$ cat src/rtl/tc_pkg.sv
package tc_pkg;
    localparam int TC_ADDR_W = 4;

    localparam logic [TC_ADDR_W-1:0] ADR_CFG    = 4'd0;
    localparam logic [TC_ADDR_W-1:0] ADR_STAT   = 4'd1;
    localparam logic [TC_ADDR_W-1:0] ADR_CNT_LO = 4'd2;
    localparam logic [TC_ADDR_W-1:0] ADR_CNT_HI = 4'd3;
    localparam logic [TC_ADDR_W-1:0] ADR_BURST  = 4'd4;
    localparam logic [TC_ADDR_W-1:0] ADR_SLOW   = 4'd5;
    localparam logic [TC_ADDR_W-1:0] ADR_CMPCFG = 4'd6;
    localparam logic [TC_ADDR_W-1:0] ADR_CMP_LO = 4'd7;
    localparam logic [TC_ADDR_W-1:0] ADR_CMP_HI = 4'd8;

    // field positions decoded by software
    localparam int CFG_RUN_BIT  = 0;
    localparam int CFG_DEF_LSB  = 4;
    localparam int CFG_COMP_LSB = 8;
    localparam int CMP_RST_BIT  = 0;
    localparam int CMP_EN_BIT   = 1;
    localparam int STAT_OVF_BIT = 0;
endpackage

$ cat src/rtl/tc_trim.sv
module tc_trim #(
    parameter int BURST_W = 24,
    parameter int SLOW_W  = 32
) (
    input  logic               clk,
    input  logic               rst_n,
    input  logic               run,
    input  logic               burst_wr,
    input  logic [BURST_W-1:0] burst_wdata,
    input  logic               slow_wr,
    input  logic [SLOW_W-1:0]  slow_wdata,
    output logic               use_comp,
    output logic [BURST_W-1:0] burst_left,
    output logic [SLOW_W-1:0]  slow_reload
);
    typedef struct packed {
        logic [BURST_W-1:0] burst;
        logic [SLOW_W-1:0]  reload;
        logic [SLOW_W-1:0]  slow;
    } trim_t;

    trim_t t_d, t_q;
    logic  busy;
    logic  expire;

    always_comb begin
        t_d    = t_q;
        busy   = (t_q.burst != '0);
        expire = (t_q.reload != '0) && (t_q.slow <= SLOW_W'(1));
        use_comp = run && (busy || expire);
        if (run) begin
            if (busy) begin
                t_d.burst = t_q.burst - BURST_W'(1);
            end
            if (t_q.reload != '0) begin
                t_d.slow = expire ? t_q.reload : (t_q.slow - SLOW_W'(1));
            end
        end
        if (burst_wr) begin
            t_d.burst = burst_wdata;
        end
        if (slow_wr) begin
            t_d.reload = slow_wdata;
            t_d.slow   = slow_wdata;
        end
    end

    always_ff @(posedge clk or negedge rst_n) begin
        if (!rst_n) begin
            t_q <= '0;
        end else begin
            t_q <= t_d;
        end
    end

    assign burst_left  = t_q.burst;
    assign slow_reload = t_q.reload;
endmodule

$ cat src/rtl/tc_core.sv
module tc_core #(
    parameter int DATA_W = 32,
    parameter int STEP_W = 12,
    localparam int CNT_W = 2 * DATA_W
) (
    input  logic              clk,
    input  logic              rst_n,
    input  logic              run,
    input  logic [STEP_W-1:0] step,
    input  logic              lo_wr,
    input  logic              hi_wr,
    input  logic [DATA_W-1:0] wdata,
    input  logic              cmp_on,
    input  logic [CNT_W-1:0]  cmp_val,
    input  logic              ovf_clr,
    output logic [CNT_W-1:0]  count,
    output logic              ovf,
    output logic              cmp_hit
);
    typedef struct packed {
        logic [CNT_W-1:0] count;
        logic             ovf;
    } core_t;

    core_t          c_d, c_q;
    logic [CNT_W:0] sum;

    always_comb begin
        c_d     = c_q;
        sum     = {1'b0, c_q.count} + (CNT_W + 1)'(step);
        cmp_hit = cmp_on && (c_q.count == cmp_val);
        c_d.ovf = c_q.ovf & ~ovf_clr;
        if (lo_wr || hi_wr) begin
            if (lo_wr) begin
                c_d.count[DATA_W-1:0] = wdata;
            end
            if (hi_wr) begin
                c_d.count[CNT_W-1:DATA_W] = wdata;
            end
        end else if (run) begin
            if (cmp_hit) begin
                c_d.count = '0;
            end else begin
                c_d.count = sum[CNT_W-1:0];
                if (sum[CNT_W]) begin
                    c_d.ovf = 1'b1;
                end
            end
        end
    end

    always_ff @(posedge clk or negedge rst_n) begin
        if (!rst_n) begin
            c_q <= '0;
        end else begin
            c_q <= c_d;
        end
    end

    assign count = c_q.count;
    assign ovf   = c_q.ovf;
endmodule

$ cat src/rtl/comp_time_counter.sv
module comp_time_counter
    import tc_pkg::*;
#(
    parameter int DATA_W  = 32,
    parameter int DEF_W   = 4,
    parameter int COMP_W  = 12,
    parameter int BURST_W = 24,
    parameter int SLOW_W  = 32,
    localparam int CNT_W  = 2 * DATA_W
) (
    input  logic                 clk,
    input  logic                 rst_n,
    input  logic                 reg_wr,
    input  logic                 reg_rd,
    input  logic [TC_ADDR_W-1:0] reg_addr,
    input  logic [DATA_W-1:0]    reg_wdata,
    output logic [DATA_W-1:0]    reg_rdata,
    output logic [CNT_W-1:0]     time_ns
);
    typedef struct packed {
        logic              run;
        logic [DEF_W-1:0]  def_inc;
        logic [COMP_W-1:0] comp_inc;
        logic              cmp_rst;
        logic              cmp_en;
        logic [CNT_W-1:0]  cmp0;
        logic [DATA_W-1:0] hi_hold;
        logic [DATA_W-1:0] rdata;
    } regs_t;

    regs_t              r_d, r_q;
    logic               run;
    logic               lo_wr;
    logic               hi_wr;
    logic               burst_wr;
    logic               slow_wr;
    logic               ovf_clr;
    logic               use_comp;
    logic               cmp_hit;
    logic               ovf;
    logic [COMP_W-1:0]  step;
    logic [BURST_W-1:0] burst_left;
    logic [SLOW_W-1:0]  slow_reload;
    logic [DATA_W-1:0]  rd_word;

    assign run      = r_q.run;
    assign lo_wr    = reg_wr && (reg_addr == ADR_CNT_LO);
    assign hi_wr    = reg_wr && (reg_addr == ADR_CNT_HI);
    assign burst_wr = reg_wr && (reg_addr == ADR_BURST);
    assign slow_wr  = reg_wr && (reg_addr == ADR_SLOW);
    assign ovf_clr  = reg_wr && (reg_addr == ADR_STAT) && reg_wdata[STAT_OVF_BIT];
    assign step     = use_comp ? r_q.comp_inc : COMP_W'(r_q.def_inc);

    tc_trim #(
        .BURST_W(BURST_W),
        .SLOW_W (SLOW_W)
    ) u_trim (
        .clk        (clk),
        .rst_n      (rst_n),
        .run        (run),
        .burst_wr   (burst_wr),
        .burst_wdata(reg_wdata[BURST_W-1:0]),
        .slow_wr    (slow_wr),
        .slow_wdata (reg_wdata[SLOW_W-1:0]),
        .use_comp   (use_comp),
        .burst_left (burst_left),
        .slow_reload(slow_reload)
    );

    tc_core #(
        .DATA_W(DATA_W),
        .STEP_W(COMP_W)
    ) u_core (
        .clk    (clk),
        .rst_n  (rst_n),
        .run    (run),
        .step   (step),
        .lo_wr  (lo_wr),
        .hi_wr  (hi_wr),
        .wdata  (reg_wdata),
        .cmp_on (r_q.cmp_en && r_q.cmp_rst),
        .cmp_val(r_q.cmp0),
        .ovf_clr(ovf_clr),
        .count  (time_ns),
        .ovf    (ovf),
        .cmp_hit(cmp_hit)
    );

    always_comb begin
        r_d     = r_q;
        rd_word = '0;
        case (reg_addr)
            ADR_CFG: begin
                rd_word[CFG_RUN_BIT]              = r_q.run;
                rd_word[CFG_DEF_LSB +: DEF_W]     = r_q.def_inc;
                rd_word[CFG_COMP_LSB +: COMP_W]   = r_q.comp_inc;
            end
            ADR_STAT:   rd_word[STAT_OVF_BIT] = ovf;
            ADR_CNT_LO: rd_word = time_ns[DATA_W-1:0];
            ADR_CNT_HI: rd_word = r_q.hi_hold;
            ADR_BURST:  rd_word[BURST_W-1:0] = burst_left;
            ADR_SLOW:   rd_word[SLOW_W-1:0] = slow_reload;
            ADR_CMPCFG: begin
                rd_word[CMP_RST_BIT] = r_q.cmp_rst;
                rd_word[CMP_EN_BIT]  = r_q.cmp_en;
            end
            ADR_CMP_LO: rd_word = r_q.cmp0[DATA_W-1:0];
            ADR_CMP_HI: rd_word = r_q.cmp0[CNT_W-1:DATA_W];
            default:    rd_word = '0;
        endcase
        if (reg_rd) begin
            r_d.rdata = rd_word;
            if (reg_addr == ADR_CNT_LO) begin
                r_d.hi_hold = time_ns[CNT_W-1:DATA_W];
            end
        end
        if (reg_wr) begin
            case (reg_addr)
                ADR_CFG: begin
                    r_d.run      = reg_wdata[CFG_RUN_BIT];
                    r_d.def_inc  = reg_wdata[CFG_DEF_LSB +: DEF_W];
                    r_d.comp_inc = reg_wdata[CFG_COMP_LSB +: COMP_W];
                end
                ADR_CMPCFG: begin
                    r_d.cmp_rst = reg_wdata[CMP_RST_BIT];
                    r_d.cmp_en  = reg_wdata[CMP_EN_BIT];
                end
                ADR_CMP_LO: r_d.cmp0[DATA_W-1:0]     = reg_wdata;
                ADR_CMP_HI: r_d.cmp0[CNT_W-1:DATA_W] = reg_wdata;
                default: ;
            endcase
        end
    end

    always_ff @(posedge clk or negedge rst_n) begin
        if (!rst_n) begin
            r_q <= '0;
        end else begin
            r_q <= r_d;
        end
    end

    assign reg_rdata = r_q.rdata;
endmodule

$ cat config.mk
export PLATFORM = sky130hd
export DESIGN_NAME = comp_time_counter
export DESIGN_NICKNAME = d
export VERILOG_FILES = /design/src/rtl/tc_pkg.sv /design/src/rtl/tc_trim.sv /design/src/rtl/tc_core.sv /design/src/rtl/comp_time_counter.sv
export SDC_FILE = /design/constraint.sdc
export NUM_CORES = 1
export LEC_CHECK = 0
export BUFFER_PORTS_ARGS = -buffer_cell sky130_fd_sc_hd__buf_4
export CORE_MARGIN = 1.5
export CORE_UTILIZATION = 45
export CTS_CLUSTER_SIZE = 14
export DETAILED_ROUTE_END_ITERATION = 16
export HOLD_SLACK_MARGIN = 0.03
export PLACE_DENSITY = 0.6
export SLEW_MARGIN = 10
export SYNTH_ARGS = -nofsm -noshare
export SYNTH_HDL_FRONTEND = slang
export SYNTH_SLANG_ARGS = --single-unit
$ cat constraint.sdc
create_clock -name clk -period 8.1 [get_ports clk]
set_clock_uncertainty 0.15 [all_clocks]
set_input_delay 0.405 -clock clk [delete_from_list [all_inputs] [get_ports clk]]
set_output_delay 0.405 -clock clk [all_outputs]
set_load 0.05 [all_outputs]
# [Word-level counts from Yosys, hierarchy flattened]
# Index checks and enable logic that the tools add are counted.
[word_totals] register_bits=300 latch_bits=0 ram_bits=0 rom_bits=0 in_bits=40 out_inout_bits=96 n_memories=0
[classes] addsub=3 n_mul=0 div_mod_pow=0 n_lt_le_gt_ge=1 eq_ne=11 n_shift=0 n_mux=22 bitwise=2 reduce_logical=29
[ops] operator="$mux 32" n=6
[ops] operator="$mux 64" n=2
[ops] operator="$pmux 16 s7" n=1
[ops] operator="$mux 24" n=3
[ops] operator="$add 64x12->65" n=1
[ops] operator="$mux 65" n=1
[ops] operator="$eq 64x64->1" n=1
[ops] operator="$pmux 8 s5" n=1
[ops] operator="$le 32x1->1 const B" n=1
[ops] operator="$reduce_bool 32->1" n=1
[ops] operator="$sub 32x1->32 const B" n=1
[ops] operator="$pmux 4 s6" n=1
[ops] operator="$reduce_bool 24->1" n=1
[ops] operator="$sub 24x1->24 const B" n=1
[ops] operator="$reduce_and 2->1" n=9
[ops] operator="$eq 4x3->1 const B" n=4
[ops] operator="$mux 12" n=1
[ops] operator="$pmux 2 s6" n=1
[ops] operator="$logic_and 1x1->1" n=10
[ops] operator="$reduce_bool 2->1" n=5
[ops] operator="$pmux 1 s9" n=1
[ops] operator="$eq 4x2->1 const B" n=2
[ops] operator="$pmux 1 s7" n=1
[ops] operator="$eq 4x1->1 const B" n=1
[ops] operator="other kinds (7)" n=11

# [Longest topological paths before layout]
[logic_depth] word_depth=10 depth_mapped=21

# [Modules after synthesis]
# A second synthesis with hierarchy kept.
[hier_totals] hier_cells=1857 area_unflattened_um2=18537.8
[modules_own_cells] module="comp_time_counter" n_inst=1 cells_each=594 area_per_inst_um2=7508.5
[modules_own_cells] module="tc_trim" n_inst=1 cells_each=610 area_per_inst_um2=5631.7
[modules_own_cells] module="tc_core" n_inst=1 cells_each=653 area_per_inst_um2=5397.7

# [Worst setup path before layout]
# No wires, ideal clock.
[synth_timing] path_kind="flip-flop to flip-flop" from="register u_trim.t_q[6] in the netlist's numbering" to="register u_core.c_q, in the netlist u_core.count[35]" arrival_ps=4549 required_ps=7868 setup_slack_ps=3319 path_stages_with_launch=18 cell_sequence="dfrtp_1 > or4_1 > buf_2 > nor4_4 > nand2_2 > nor2_1 > nor2_1 > nor2_1 > buf_2 > mux2_2 > ha_1 > nand3_1 > nand2_1 > a21o_1 > o211ai_1 > or4_1 > or4b_1 > a31oi_1"
[synth_between] elab_chain_len=9
[synth_rtl] element="start, declared" line="tc_trim.sv:22" source="trim_t t_d, t_q;"
[synth_rtl] element="start signal, assigned" line="tc_trim.sv:52" source="t_q <= t_d;"
[synth_rtl] element="$le 32x1->1" line="tc_trim.sv:29" source="expire = (t_q.reload != '0) && (t_q.slow <= SLOW_W'(1));"
[synth_rtl] element="$logic_and 1x1->1" line="tc_trim.sv:29"
[synth_rtl] element="$logic_or 1x1->1" line="tc_trim.sv:30" source="use_comp = run && (busy || expire);"
[synth_rtl] element="$logic_and 1x1->1" line="tc_trim.sv:30"
[synth_rtl] element="$mux 12" line="comp_time_counter.sv:52" source="assign step = use_comp ? r_q.comp_inc : COMP_W'(r_q.def_inc);"
[synth_rtl] element="$add 64x12->65" line="tc_core.sv:30" source="sum = {1'b0, c_q.count} + (CNT_W + 1)'(step);"
[synth_rtl] element="$mux 64" line="tc_core.sv:41" source="if (cmp_hit) begin"
[synth_rtl] element="$mux 65" line="tc_core.sv:40" source="end else if (run) begin"
[synth_rtl] element="$mux 64" line="tc_core.sv:33" source="if (lo_wr || hi_wr) begin"
[synth_rtl] element="end signal, assigned" line="tc_core.sv:54" source="c_q <= '0;"
[synth_rtl] element="end signal, assigned" line="tc_core.sv:56" source="c_q <= c_d;"
[synth_rtl] element="end, declared" line="tc_core.sv:25" source="core_t c_d, c_q;"
# No other way between the ends. The select of a mux whose other input is x is not followed.
# A chain may end at the register's enable or synchronous reset.

# [Worst setup path after layout]
[layout_timing] from="register u_trim.t_q[6] in the netlist's numbering" to="register u_core.c_q, in the netlist u_core.count[50]"
# Same word-level chain as after synthesis.

==> results.md <==
- Metal-1 WL: 30100 um
- Buffers on Ports: about 140
- Post-Route WL: around 70000 um
- Nature of the critical path endpoint: register
- Post-CTS setup buffers: 0
- RSZ-0062 raised after global routing: false
- CTS tree: yes
- Routed via count: 16.5k
- Area of the multi-input gates: 9460 sq um
- Initial antenna violation count: 2
- Seq cells post-synth: 300
- Clk sinks: 300
- Core footprint: about 40000 sq um
- Worst hold path type: in -> reg
- Most common cell after layout, fill and taps aside: dfrtp_1
- Synth unique cells: slightly below 80
- Die X: approximately 200 um
- Clock tree buffer depth: 3
- Final ANT Viol Nets: 0
- Number of synthesized flops with an enable pin: 0
- Max Cap Viol: 0
- Fin crit share: around 74%
- Final nets: 2084
- Most frequent cells in the layout: 300 x dfrtp_1, 246 x nand2_1, 161 x buf_4
- Final Non-Filler Cells: approximately 2.6k
- Max Slew Vio Count: 0
- Arr. time, crit path: 6.29 ns
- Synth Area per Inst: around 9.0 sq um
- Met3 Routed Length: roughly 6600 um
- Slew margin rel.: 25.1%
- Fmax achieved: 166 MHz
- Share of cells above drive strength 1: between 15 and 20%
- TritonCTS Buffers: 36
- Power Density: around 340 nW/um^2
- First-pass GRT wire length: 103000 um
- Root Driver: clkbuf_16
- Worst-skew pair later-pin latency: ~0.56 ns
- Final hold viol count: 0
- Leakage: 8.59 nW
- Highest Signal Layer: met4
- Vias per Instance: around 6.4
- Critical path required time: ~8.4 ns
- Hold EP: u_trim.slow_reload[3]
- Largest net degree at the start of global routing: around 120
- Kind of critical path: reg -> reg
- IO Pins: 136
- Total length of routed met2 wires: 30000 um
- Total power: between 6 and 7 mW
- Peak VDD IR: between 0.2 and 0.25 mV
- DP Wirelength: just under 50000 um
- Min Tclk post-route: 6.02 ns
- Layout area overhead: 13.8%
- Starting Density: 45.4%
- Iter 0 DRT Violations: 1982
- CTS H-tree lvls: 2
- Cell depth of the worst hold path: 3
- Post-cts resize count: 0
- Hold Startpoint: reg_wdata[3]
- Synth Instances: 1994
- First drt pass iteration count: 6
- DR DRC count: 0
- CTS clk-pin slew, worst paths: about 0.060 ns
- Cell Area, Synth: about 18000 sq um
- Fraction of registers with async set/reset: 100%
- Die area: 41100 sq um
- Vias in the first global route: ~15k
- Hold_ws: 0.0552 ns
- Synth warnings: 0
- Final setup violation count: 0
- Placed Instances: 2502
- Sequential area share after synthesis: 41.8%
- Most common flop cell mapped by yosys: dfrtp_1
- Setup TNS: 0 ns
- Die height: 203 um
- Crit Reg-Reg Startpoint: u_trim.t_q[6]
- Status: complete, no violations
- RR Endpoint: u_core.count[50]
- Synthesized Nets: 2051
- R2R setup slack: approximately 2.1 ns
- Reg area: 7510 sq um
- Placer Congestion: between 0.9 and 1
- Total grt overflow: 0
- Worst-case reg-to-reg path depth: 16
- Rows: 73
- Maximum fanout along the worst path: 12
- Routed len/inst: 27.0 um
- GRT Overall Usage: 33.7%
- CP Launch Type: register
- Worst-Margin Slew: roughly 1.1 ns
- Fill cell count: 3697
==> flip-flops by register name, summed over array words and instances (netlist names) <==
register,flops
r_q,114
u_core.count,64
reg_rdata,32
u_trim.slow_reload,32
u_trim.t_q,32
u_trim.burst_left,24
run,1
u_core.ovf,1
==> worst max-delay path by stage <==
stage / start / to / slack (ns) / cells after the start
2_1_floorplan: u_trim.t_q[6] / u_core.count[35] / 3.32 / 17
3_3_place_gp: u_trim.t_q[6] / u_core.count[54] / 2.39 / 16
3_5_place_dp: u_trim.t_q[6] / u_core.count[50] / 2.29 / 16
4_1_cts: u_trim.t_q[6] / u_core.count[50] / 2.25 / 16
5_1_grt: u_trim.t_q[6] / u_core.count[50] / 1.73 / 16
6_report: u_trim.t_q[6] / u_core.count[50] / 2.08 / 16
==> Yosys cell counts (39+ instances only) <==
| library cell | instances | area (sq um) |
|---|---|---|
| nand2_1 | 246 | 923 |
| nand3_1 | 56 | 280 |
| o22ai_1 | 47 | 294 |
| nor3_1 | 41 | 205 |
| mux2i_1 | 66 | 661 |
| nor4_1 | 39 | 244 |
| a21oi_1 | 101 | 505 |
| nand4_1 | 43 | 269 |
| nor2_1 | 126 | 473 |
| dfrtp_1 | 300 | 7510 |
| mux2_2 | 115 | 1290 |
| o21ai_0 | 111 | 556 |
| clkbuf_1 | 112 | 420 |
| inv_1 | 67 | 251 |
==> timing repair <==
item,in CTS,in global routing
hold buffers,12,0
endpoints found under the hold margin,140,0
setup endpoints to repair,0,0
==> layer usage <==
| layer | up-vias | global-route usage (%) |
|---|---|---|
| li1 | 7338 | - |
| met1 | 8145 | 47.8 |
| met2 | 889 | 48.5 |
| met3 | 157 | 8.11 |
| met4 | 0 | 15.2 |
| met5 | - | 0 |
==> report_power, final <==
| part | total (mW) | switching, mW | leakage (nW) | internal, mW |
|---|---|---|---|---|
| sequential | 2.78 | 0.858 | 3.75 | 1.92 |
| combinational | 2.46 | 1.56 | 4.23 | 0.908 |
| clock | 1.72 | 0.678 | 0.617 | 1.04 |
| total | 6.96 | 3.09 | 8.59 | 3.87 |
==> worst max-delay path, stage by stage, from the launching register on <==
cell and delay, ns:
dfrtp_1 0.41, or4_1 0.69, nor4_4 0.48, nand2_2 0.18, nor2_1 0.31, nor2_1 0.16, nor2_1 0.56, mux2_2 0.42
ha_1 0.21, fa_1 0.40, nand3_1 0.13, a21oi_1 0.12, o31a_1 0.38, o2111ai_1 0.80, and2_1 0.23, o211ai_1 0.09
o311ai_0 0.16
==> metrics by stage <==
step / setup WS, ns / util (%) / cell area (sq um)
finish: 2.08 / 51.7 / 20500
global route: 1.73 / 51.7 / 20500
floorplan: 3.32 / - / 18000
global placement: 2.39 / 48.3 / 19100
detailed placement: 2.29 / 48.3 / 19100
CTS: 2.25 / 51.7 / 20500
==> logic make-up after synthesis <==
kind of cell,synth area share [%]
multiplexers,10.9
AO/OA/AOI/OAI,17.4
AND/OR/NAND/NOR,19.4
XOR/XNOR,3.41
buffers and inverters,5.92
flip-flops,41.8
adder cells (fa/ha/maj),1.23
==> area by class of cell <==
type,instances,share of cell area [%]
Timing Repair Buffer,174,6.57
Tap cell,525,3.21
Sequential cell,300,36.7
Clock buffer,50,5.21
Clock inverter,13,0.807
Multi-Input combinational cell,1447,46.2
Inverter,68,1.25
Antenna cell,2,0.0245
No activity file was read; power rests on OpenSTA's default activity.
